==> src/rtl/dt_pkg.sv <==
package dt_pkg;

   // packed two-digit BCD to binary (0..99)
   function automatic logic [6:0] bcd_to_bin(input logic [7:0] b);
      return ({3'b000, b[7:4]} * 7'd10) + {3'b000, b[3:0]};
   endfunction

   // binary (0..99) to packed two-digit BCD
   function automatic logic [7:0] bin_to_bcd(input logic [6:0] v);
      logic [6:0] tens;
      logic [6:0] units;
      tens  = v / 7'd10;
      units = v - (tens * 7'd10);
      return {tens[3:0], units[3:0]};
   endfunction

   localparam logic [3:0] MONTH_LAST = 4'd12;

endpackage

==> src/rtl/dt_frame_gate.sv <==
module dt_frame_gate #(
   parameter int FIELDS_PER_FRAME = 2
) (
   input  logic clk,
   input  logic rst_n,
   input  logic field_tick,
   input  logic clear,
   output logic frame_adv
);

   generate
      if (FIELDS_PER_FRAME == 1) begin : g_direct
         assign frame_adv = field_tick & ~clear;
      end else begin : g_count
         localparam int CW = $clog2(FIELDS_PER_FRAME);
         localparam logic [CW-1:0] LAST = CW'(FIELDS_PER_FRAME - 1);
         logic [CW-1:0] cnt_q;

         always_ff @(posedge clk) begin
            if (!rst_n || clear) begin
               cnt_q <= '0;
            end else if (field_tick) begin
               cnt_q <= (cnt_q == LAST) ? '0 : cnt_q + 1'b1;
            end
         end

         assign frame_adv = field_tick & ~clear & (cnt_q == LAST);
      end
   endgenerate

endmodule

==> src/rtl/dt_wrap_pair.sv <==
module dt_wrap_pair (
   input  logic       en,
   input  logic [7:0] cur_bcd,
   input  logic [6:0] step,
   input  logic [6:0] last,
   input  logic [6:0] first,
   output logic [7:0] nxt_bcd,
   output logic       carry
);
   import dt_pkg::*;

   logic [7:0] sum;
   logic [7:0] wrapped;
   logic       over;
   logic [6:0] res;

   always_comb begin
      sum     = {1'b0, bcd_to_bin(cur_bcd)} + {1'b0, step};
      over    = sum > {1'b0, last};
      wrapped = {1'b0, first} + sum - {1'b0, last} - 8'd1;
      res     = over ? wrapped[6:0] : sum[6:0];
      nxt_bcd = en ? bin_to_bcd(res) : cur_bcd;
      carry   = en & over;
   end

endmodule

==> src/rtl/dt_month_len.sv <==
module dt_month_len (
   input  logic [3:0] month,
   input  logic [7:0] year_bcd,
   output logic [6:0] last_day
);
   import dt_pkg::*;

   logic [6:0] year_bin;
   logic       leap;

   always_comb begin
      year_bin = bcd_to_bin(year_bcd);
      leap     = (year_bin[1:0] == 2'b00);
      case (month)
         4'd2:                      last_day = leap ? 7'd29 : 7'd28;
         4'd4, 4'd6, 4'd9, 4'd11:   last_day = 7'd30;
         default:                   last_day = 7'd31;
      endcase
   end

endmodule

==> src/rtl/dt_frame_clock.sv <==
module dt_frame_clock #(
   parameter int HUND_STEP        = 4,
   parameter int FIELDS_PER_FRAME = 2
) (
   input  logic       clk,
   input  logic       rst_n,
   input  logic       field_tick,
   input  logic       load_en,
   input  logic [7:0] ld_day,
   input  logic [3:0] ld_month,
   input  logic [7:0] ld_year,
   input  logic [7:0] ld_hour,
   input  logic [7:0] ld_min,
   input  logic [7:0] ld_sec,
   input  logic [7:0] ld_hund,
   output logic [7:0] day_bcd,
   output logic [3:0] month_bin,
   output logic [7:0] year_bcd,
   output logic [7:0] hour_bcd,
   output logic [7:0] min_bcd,
   output logic [7:0] sec_bcd,
   output logic [7:0] hund_bcd
);
   import dt_pkg::*;

   localparam logic [6:0] STEP7 = 7'(HUND_STEP);

   generate
      if (HUND_STEP < 1 || HUND_STEP > 99 || (100 % HUND_STEP) != 0) begin : g_bad_step
         $error("HUND_STEP must divide 100 and lie in 1..99");
      end
      if (FIELDS_PER_FRAME < 1) begin : g_bad_fields
         $error("FIELDS_PER_FRAME must be at least 1");
      end
   endgenerate

   logic       frame_adv;
   logic [7:0] day_q, year_q, hour_q, min_q, sec_q, hund_q;
   logic [3:0] mon_q;
   logic [7:0] day_n, year_n, hour_n, min_n, sec_n, hund_n;
   logic [3:0] mon_n;
   logic       c_hund, c_sec, c_min, c_hour, c_day, c_mon, c_year;
   logic [6:0] mlast;

   dt_frame_gate #(.FIELDS_PER_FRAME(FIELDS_PER_FRAME)) u_gate (
      .clk(clk), .rst_n(rst_n), .field_tick(field_tick),
      .clear(load_en), .frame_adv(frame_adv)
   );

   dt_wrap_pair u_hund (.en(frame_adv), .cur_bcd(hund_q), .step(STEP7),
      .last(7'd99), .first(7'd0), .nxt_bcd(hund_n), .carry(c_hund));
   dt_wrap_pair u_sec  (.en(c_hund), .cur_bcd(sec_q), .step(7'd1),
      .last(7'd59), .first(7'd0), .nxt_bcd(sec_n), .carry(c_sec));
   dt_wrap_pair u_min  (.en(c_sec), .cur_bcd(min_q), .step(7'd1),
      .last(7'd59), .first(7'd0), .nxt_bcd(min_n), .carry(c_min));
   dt_wrap_pair u_hour (.en(c_min), .cur_bcd(hour_q), .step(7'd1),
      .last(7'd23), .first(7'd0), .nxt_bcd(hour_n), .carry(c_hour));

   dt_month_len u_mlen (.month(mon_q), .year_bcd(year_q), .last_day(mlast));

   dt_wrap_pair u_day  (.en(c_hour), .cur_bcd(day_q), .step(7'd1),
      .last(mlast), .first(7'd1), .nxt_bcd(day_n), .carry(c_day));

   always_comb begin
      c_mon = c_day & (mon_q >= MONTH_LAST);
      if (!c_day)     mon_n = mon_q;
      else if (c_mon) mon_n = 4'd1;
      else            mon_n = mon_q + 4'd1;
   end

   dt_wrap_pair u_year (.en(c_mon), .cur_bcd(year_q), .step(7'd1),
      .last(7'd99), .first(7'd0), .nxt_bcd(year_n), .carry(c_year));

   always_ff @(posedge clk) begin
      if (!rst_n) begin
         day_q  <= 8'h01;
         mon_q  <= 4'd1;
         year_q <= 8'h00;
         hour_q <= 8'h00;
         min_q  <= 8'h00;
         sec_q  <= 8'h00;
         hund_q <= 8'h00;
      end else if (load_en) begin
         day_q  <= ld_day;
         mon_q  <= ld_month;
         year_q <= ld_year;
         hour_q <= ld_hour;
         min_q  <= ld_min;
         sec_q  <= ld_sec;
         hund_q <= ld_hund;
      end else if (frame_adv) begin
         day_q  <= day_n;
         mon_q  <= mon_n;
         year_q <= year_n;
         hour_q <= hour_n;
         min_q  <= min_n;
         sec_q  <= sec_n;
         hund_q <= hund_n;
      end
   end

   // year carry has no consumer beyond the top field
   logic unused_carry;
   assign unused_carry = c_year;

   assign day_bcd   = day_q;
   assign month_bin = mon_q;
   assign year_bcd  = year_q;
   assign hour_bcd  = hour_q;
   assign min_bcd   = min_q;
   assign sec_bcd   = sec_q;
   assign hund_bcd  = hund_q;

endmodule

==> config.mk <==
export PLATFORM = sky130hd
export DESIGN_NAME = dt_frame_clock
export DESIGN_NICKNAME = d
export VERILOG_FILES = /design/src/rtl/dt_pkg.sv /design/src/rtl/dt_frame_gate.sv /design/src/rtl/dt_wrap_pair.sv /design/src/rtl/dt_month_len.sv /design/src/rtl/dt_frame_clock.sv
export SDC_FILE = /design/constraint.sdc
export NUM_CORES = 1
export LEC_CHECK = 0
export ABC_AREA = 0
export BUFFER_PORTS_ARGS = -buffer_cell sky130_fd_sc_hd__buf_4
export CAP_MARGIN = 5
export CORE_AREA = 4 4 159 161
export CTS_BUF_LIST = sky130_fd_sc_hd__clkbuf_4 sky130_fd_sc_hd__clkbuf_8
export DETAILED_ROUTE_END_ITERATION = 8
export DIE_AREA = 0 0 163 165
export GPL_TIMING_DRIVEN = 0
export REMOVE_ABC_BUFFERS = 1
export SETUP_SLACK_MARGIN = 0.05
export SYNTH_ARGS = -nofsm -noshare
export SYNTH_HDL_FRONTEND = slang
export SYNTH_SLANG_ARGS = --single-unit
==> constraint.sdc <==
create_clock -name clk -period 11.05 [get_ports clk]
set_input_delay 2.21 -clock clk [delete_from_list [all_inputs] [get_ports clk]]
set_output_delay 2.21 -clock clk [all_outputs]
set_load 0.02 [all_outputs]
---- Yosys cells after proc, flatten, opt, wreduce, memory -nomap -nowiden ----
Cells that the tools add are included.
storage, ports and cells
  register bits ........................... 53
  latch bits .............................. 0
  RAM bits ................................ 0
  ROM bits ................................ 0
  input bits .............................. 56
  logic and storage cells ................. 127
  memories ................................ 0
operators by class
  add/subtract/negate cells ............... 33
  multiply operators ...................... 12
  divide/modulo/power cells ............... 6
  magnitude comparators ................... 7
  equality and inequality tests ........... 5
  shift operators ......................... 0
  mux-type cells .......................... 30
  bitwise logic cells ..................... 9
  reductions and logical operators ........ 17
operators by type and width
  cell                   count
  $mux W8                17
  $add A7 B4 Y7          6
  $div A7 B4 Y7 const B  6
  $mul A7 B3 Y3 const B  6
  $mux W7                6
  $sub A7 B1 Y7 const B  6
  $add A7 B1 Y8 const B  5
  $mul A4 B3 Y6 const B  6
  $sub A4 B4 Y4          6
  $gt A8 B6 Y1 const B   2
  $gt A8 B7 Y1 const B   2
  $mux W4                4
  $pmux W7 S2            1
  $reduce_bool A2 Y1     7
  $sub A7 B6 Y7 const B  2
  $sub A7 B7 Y7 const B  2
  $reduce_and A2 Y1      6
  $add A7 B3 Y8 const B  1
  $and A1 B1 Y1          8
  $eq A4 B3 Y1 const B   2
  $eq A4 B4 Y1 const B   2
  $gt A8 B5 Y1 const B   1
  $gt A8 B7 Y1           1
  $add A1 B7 Y7 const A  1
  other kinds (12)       13

---- Longest topological paths before layout ----
  depth in word-level cells ............... 14
  mapped depth ............................ 28
  depth with buffers taken out ............ 27

---- By module ----
From an unflattened synthesis, not the netlist that was laid out.
second synthesis, totals
  cells, all modules ...................... 1,641
  area, all modules ....................... 13,347.8 µm²
by module, submodules not included
  module                      times used  cells each  area an instance (µm²)  seq. area each (µm²)
  dt_wrap_pair at u_hund ...  2           214         1,675.4                 0.0
  dt_frame_clock              1           292         2,562.5                 1,041.0
  dt_wrap_pair at u_day       1           236         1,910.6                 0.0
  dt_wrap_pair at u_sec       1           240         1,884.3                 0.0
  dt_wrap_pair at u_hour      1           220         1,863.0                 0.0
  dt_wrap_pair at u_year      1           206         1,630.3                 0.0
  dt_month_len                1           14          97.6                    0.0
  dt_frame_gate               1           5           48.8                    20.0

---- Worst setup path before layout ----
OpenSTA, ideal clock, no wires.
  path kind ............................... reg2reg
  start ................................... register min_q[5] (netlist: min_bcd[5])
  end ..................................... register min_q[3] (netlist: min_bcd[3])
  arrival ................................. 5.972 ns
  required time ........................... 10.928 ns
  slack ................................... 4.956 ns
  cell stages (with the launch flop) ...... 25
  period minus slack after synthesis ...... 6.094 ns
  cells stage by stage .................... dfxtp_1 ha_1 ha_1 fa_1 clkbuf_1 and3b_1 o211a_1 o22ai_1 a2bb2oi_1 and3_1 buf_2 mux2_2 nand2_1 mux2_2 a221oi_1 ha_1 nand3b_1 o21ai_0 o211ai_1 ha_1 inv_1 fa_1 xor2_1 nor3b_1 a221o_1
on the way
  word-level cells in the longest chain between the ends .. 12
  elaborated cells on any way between the ends .. 13
  classes of those cells .................. 5 x add/sub; 2 x mul; 1 x div; 1 x order compare; 4 x mux
RTL lines
  element                 line                  text
  start, declared         dt_frame_clock.sv:38  logic [7:0] day_q, year_q, hour_q, min_q, sec_q, hund_q;
  start signal, assigned  dt_frame_clock.sv:88  min_q <= ld_min;
  start signal, assigned  dt_frame_clock.sv:96  min_q <= min_n;
  $mul A4 B3 Y6 *         dt_pkg.sv:5           return ({3'b000, b[7:4]} * 7'd10) + {3'b000, b[3:0]};
  $add A7 B4 Y7 *         dt_pkg.sv:5
  $add A7 B1 Y8 *         dt_wrap_pair.sv:18    sum = {1'b0, bcd_to_bin(cur_bcd)} + {1'b0, step};
  $sub A7 B6 Y7           dt_wrap_pair.sv:20    wrapped = {1'b0, first} + sum - {1'b0, last} - 8'd1;
  $sub A7 B1 Y7           dt_wrap_pair.sv:20
  $mux W7 *               dt_wrap_pair.sv:21    res = over ? wrapped[6:0] : sum[6:0];
  $div A7 B4 Y7           dt_pkg.sv:12          tens = v / 7'd10;
  $mul A7 B3 Y3           dt_pkg.sv:13          units = v - (tens * 7'd10);
  $sub A4 B4 Y4 *         dt_pkg.sv:13
  $mux W8 *               dt_wrap_pair.sv:22    nxt_bcd = en ? bin_to_bcd(res) : cur_bcd;
  $mux W8 *               dt_frame_clock.sv:91  end else if (frame_adv) begin
  $mux W8 *               dt_frame_clock.sv:83  end else if (load_en) begin
Mark *: on every way between the ends. The rest lies on a longest branch, timed or not. The select of a mux whose other input is x is not followed.
A chain may end at the register's enable or synchronous reset.

---- Final worst setup path ----
  start ................................... register min_q[4] (netlist: min_bcd[4])
  end ..................................... register min_q[3] (netlist: min_bcd[3])
The elaborated chain is that of the path after synthesis.

==> impl_metrics.csv <==
group,metric,value,unit
critical_path,slowest_stage,"a221oi_1",
critical_path,path_class,"register to register",
clock_tree,cts-root-buf,"clkbuf_8",
die,core,24000,sq um
finish,finalNetCount,1299,
clock_tree,cts_inserted_buffers,5,
critical_path,cp_max_fo,6,
finish,layout_common_cells,"107 x buf_4, 101 x nand2_1, 82 x nor2_1",
timing,timing.hold.ws,549,ps
timing,min_period,6890,ps
critical_path,cp_top_family,"adder cells",
critical_path,worstReg2RegEnd,"min_bcd[3]",
synthesis,yosys_register_bits,53,
synthesis,avgSynthCellArea,7.65,sq um
clock_tree,ctsResizeCount,0,
clock_tree,cts_tree,"built",
grt,grt_max_degree,68,
clock_tree,h-tree-depth,2,
finish,syn_to_final_growth,13.7,%
route,wl_per_cell,15.9,microns
die,die_w,163,microns
synthesis,synth_compound_area_share,29.6,%
route,first_iter_violations,700,
clock_tree,insertion_delay,360,ps
grt,gr-total-overflow,0,
grt,antenna_found_initial,1,
hold_path,hold-path-cell-count,2,
synthesis,ys_seq_area_share,12.9,%
timing,final-setup-viol-count,0,
hold_path,worstHoldStart,"hund_bcd[0]",
route,via_per_inst,5.55,
critical_path,max_stage_delay,550,ps
die,pin_count,108,
finish,final_common_cell,"buf_4",
finish,drive_gt1_share,14.5,%
synthesis,synth-xor-area-share,8.89,%
die,rows,57,
die,dieArea,26900,sq um
finish,fill_cells,2508,
critical_path,r2r_slack,4160,ps
synthesis,synth-warning-count,0,
synthesis,synth_adder_area_share,16.8,%
grt,grt_pass1_vias,7611,
synthesis,synth_top_family_by_area,"compound AO/OA/AOI/OAI gates",
clock_tree,clk_pin_slew,130,ps
clock_tree,cts.path.max_buffers,2,
outcome,run_status,"finished, final reports clean",
timing,relSlewSlack,23.0,%
critical_path,rr_startpoint,"min_bcd[4]",
route,dr.pass1.iters,6,
critical_path,reg2reg_depth,26,
clock_tree,clock-sinks,53,
timing,fin_setup_tns,0,ps
hold_path,hold_class,"register to register",
timing,skew,19.4,ps
route,drc,0,
clock_tree,cts_hold_buf,0,
die,dieHeight,165,microns
hold_path,holdPathEnd,"hund_bcd[0]",
synthesis,synth_edf_count,0,
grt,grt_pass1_wl,38300,microns
route,wl,23500,microns
route,drt.antenna.violating_nets,0,
critical_path,cp.required,11290,ps
timing,tightest_slew,1150,ps
timing,fmax,145,MHz
power,p_leak,0.00386,uW
timing,rsz0062_at_grt,"false",
place,dp_hpwl,18100,microns
critical_path,start_kind,"register",
synthesis,synth_ff_type,"dfxtp_1",
power,ir_drop,0.0000576,V
synthesis,synth_mux_area_share,2.85,%
synthesis,yosysUniqueCellTypes,101,
synthesis,ys_async_sr_fraction,0,%
place,portBuffers,107,
clock_tree,cts_setup_buffers,0,
power,cellPowerDensity,116,nW/um^2
critical_path,cp-end-kind,"register",
grt,grt.total_usage,17.0,%
critical_path,arrival,7130,ps
synthesis,synthSimpleGateAreaFrac,23.8,%
timing,hold_violations,0,
route,route.vias.total,8172,
place,place.gp.congestion,0.888,
timing,report.final.slew_viol_count,0,
synthesis,synthCells,1075,
synthesis,netlist_area,8220,sq um
critical_path,critPathBufInv,4,
flow_run,cap_violations,0,
die,initial_core_util,34.3,%
finish,antenna_cells,0,
timing,finalCritPeriodShare,62.3,%
## how the worst max path moves through the flow
stage,depth (start not counted),slack (ps),start,endpoint
floorplan,26,4990,min_bcd[4],min_bcd[3]
global placement,26,4220,min_bcd[4],min_bcd[3]
detailed placement,26,4150,min_bcd[4],min_bcd[3]
CTS,26,4130,min_bcd[4],min_bcd[3]
global route,26,3780,min_bcd[4],min_bcd[3]
finish,26,4160,min_bcd[4],min_bcd[3]
## stage by stage
stage          total power (uW)  cells  setup slack, ps  util, %  instance area (sq um)
3_5_place_dp                950   1465             4150     38.6                   9260
2_1_floorplan               773   1034             4990        -                   8050
4_1_cts                    1090   1473             4130     39.0                   9350
3_3_place_gp                945   1465             4220     38.6                   9260
6_report                   1080   1473             4160     39.0                   9350
5_1_grt                    1180   1473             3780     39.0                   9350
## report_power, final
part | internal, uW | switching (uW) | total, uW
logic | 297 | 434 | 731
registers | 203 | 17.9 | 221
clock network | 45.5 | 87.3 | 133
## cell usage after synthesis (7+ instances only)
library cell / instances / area (sq um)
o211a_1: 13 / 130
fa_1: 19 / 380
o31ai_1: 10 / 75.1
nor3_1: 25 / 125
a22oi_1: 16 / 120
a211o_1: 9 / 78.8
nand2_1: 101 / 379
clkbuf_1: 32 / 120
nand3_1: 38 / 190
buf_2: 7 / 35.0
or3_1: 7 / 43.8
nor2_1: 82 / 308
a31oi_1: 17 / 106
nand2b_1: 14 / 87.6
a21o_1: 9 / 67.6
and3_1: 13 / 81.3
xnor2_1: 46 / 403
a211oi_1: 24 / 180
o211ai_1: 21 / 158
nand3b_1: 7 / 52.6
xor2_1: 30 / 263
o22ai_1: 8 / 50.1
nand4_1: 9 / 56.3
mux2_2: 7 / 78.8
mux2i_1: 14 / 140
a21boi_0: 16 / 120
dfxtp_1: 53 / 1060
and2_1: 18 / 113
o21ai_0: 47 / 235
nor2b_1: 25 / 156
o21ai_1: 9 / 45.0
ha_1: 76 / 951
inv_1: 62 / 233
a21oi_1: 47 / 235
## flip-flops by register name, summed over array words and instances, names as in the netlist
register / flops
u_gate.g_count.cnt_q: 1
min_bcd: 8
year_bcd: 8
hour_bcd: 8
sec_bcd: 8
day_bcd: 8
month_bin: 4
hund_bcd: 8
## worst reg2reg max path, stage by stage (launching register included)
cell and delay [ps]:
dfxtp_1 430, ha_1 210, inv_1 60, fa_1 480, nand3b_1 260, xnor2_1 380
inv_1 150, ha_1 240, inv_1 90, a21oi_1 70, and2_1 170, nand4_1 140
and3_1 430, mux2_2 430, nand2_1 160, mux2_2 360, a221oi_1 550, ha_1 350
nand3b_1 120, o21ai_0 100, o211ai_1 400, ha_1 230, inv_1 50, fa_1 370
xor2_1 180, nor3b_1 140, a221o_1 260
## layer usage
metal	track usage (%)	part of all wire [%]	up-vias
met5	0	0.055	-
met4	2.90	1.2	2
met3	2.47	4.5	21
met2	28.5	46	197
met1	23.6	49	3849
li1	-	-	4103
## layout make-up
class                   count  area [sq um]  share of cell area, %
clock buffers               5          68.8                  0.736
flip-flops and latches     53          1060                   11.4
well taps                 324           405                   4.34
repair buffers            107           803                   8.59
clock inverters             3          21.3                  0.228
multi-input cells         915          6740                   72.1
inverters                  66           248                   2.65
## cells by family after synthesis
logic type	after synthesis
buffers and inverters	107
xor gates and xnor gates	80
and+or+nand+nor	382
DFF	53
muxes	22
AOI/OAI and AO/OA	331
adders and majority gates	100
(Power assumes the default switching activity.)
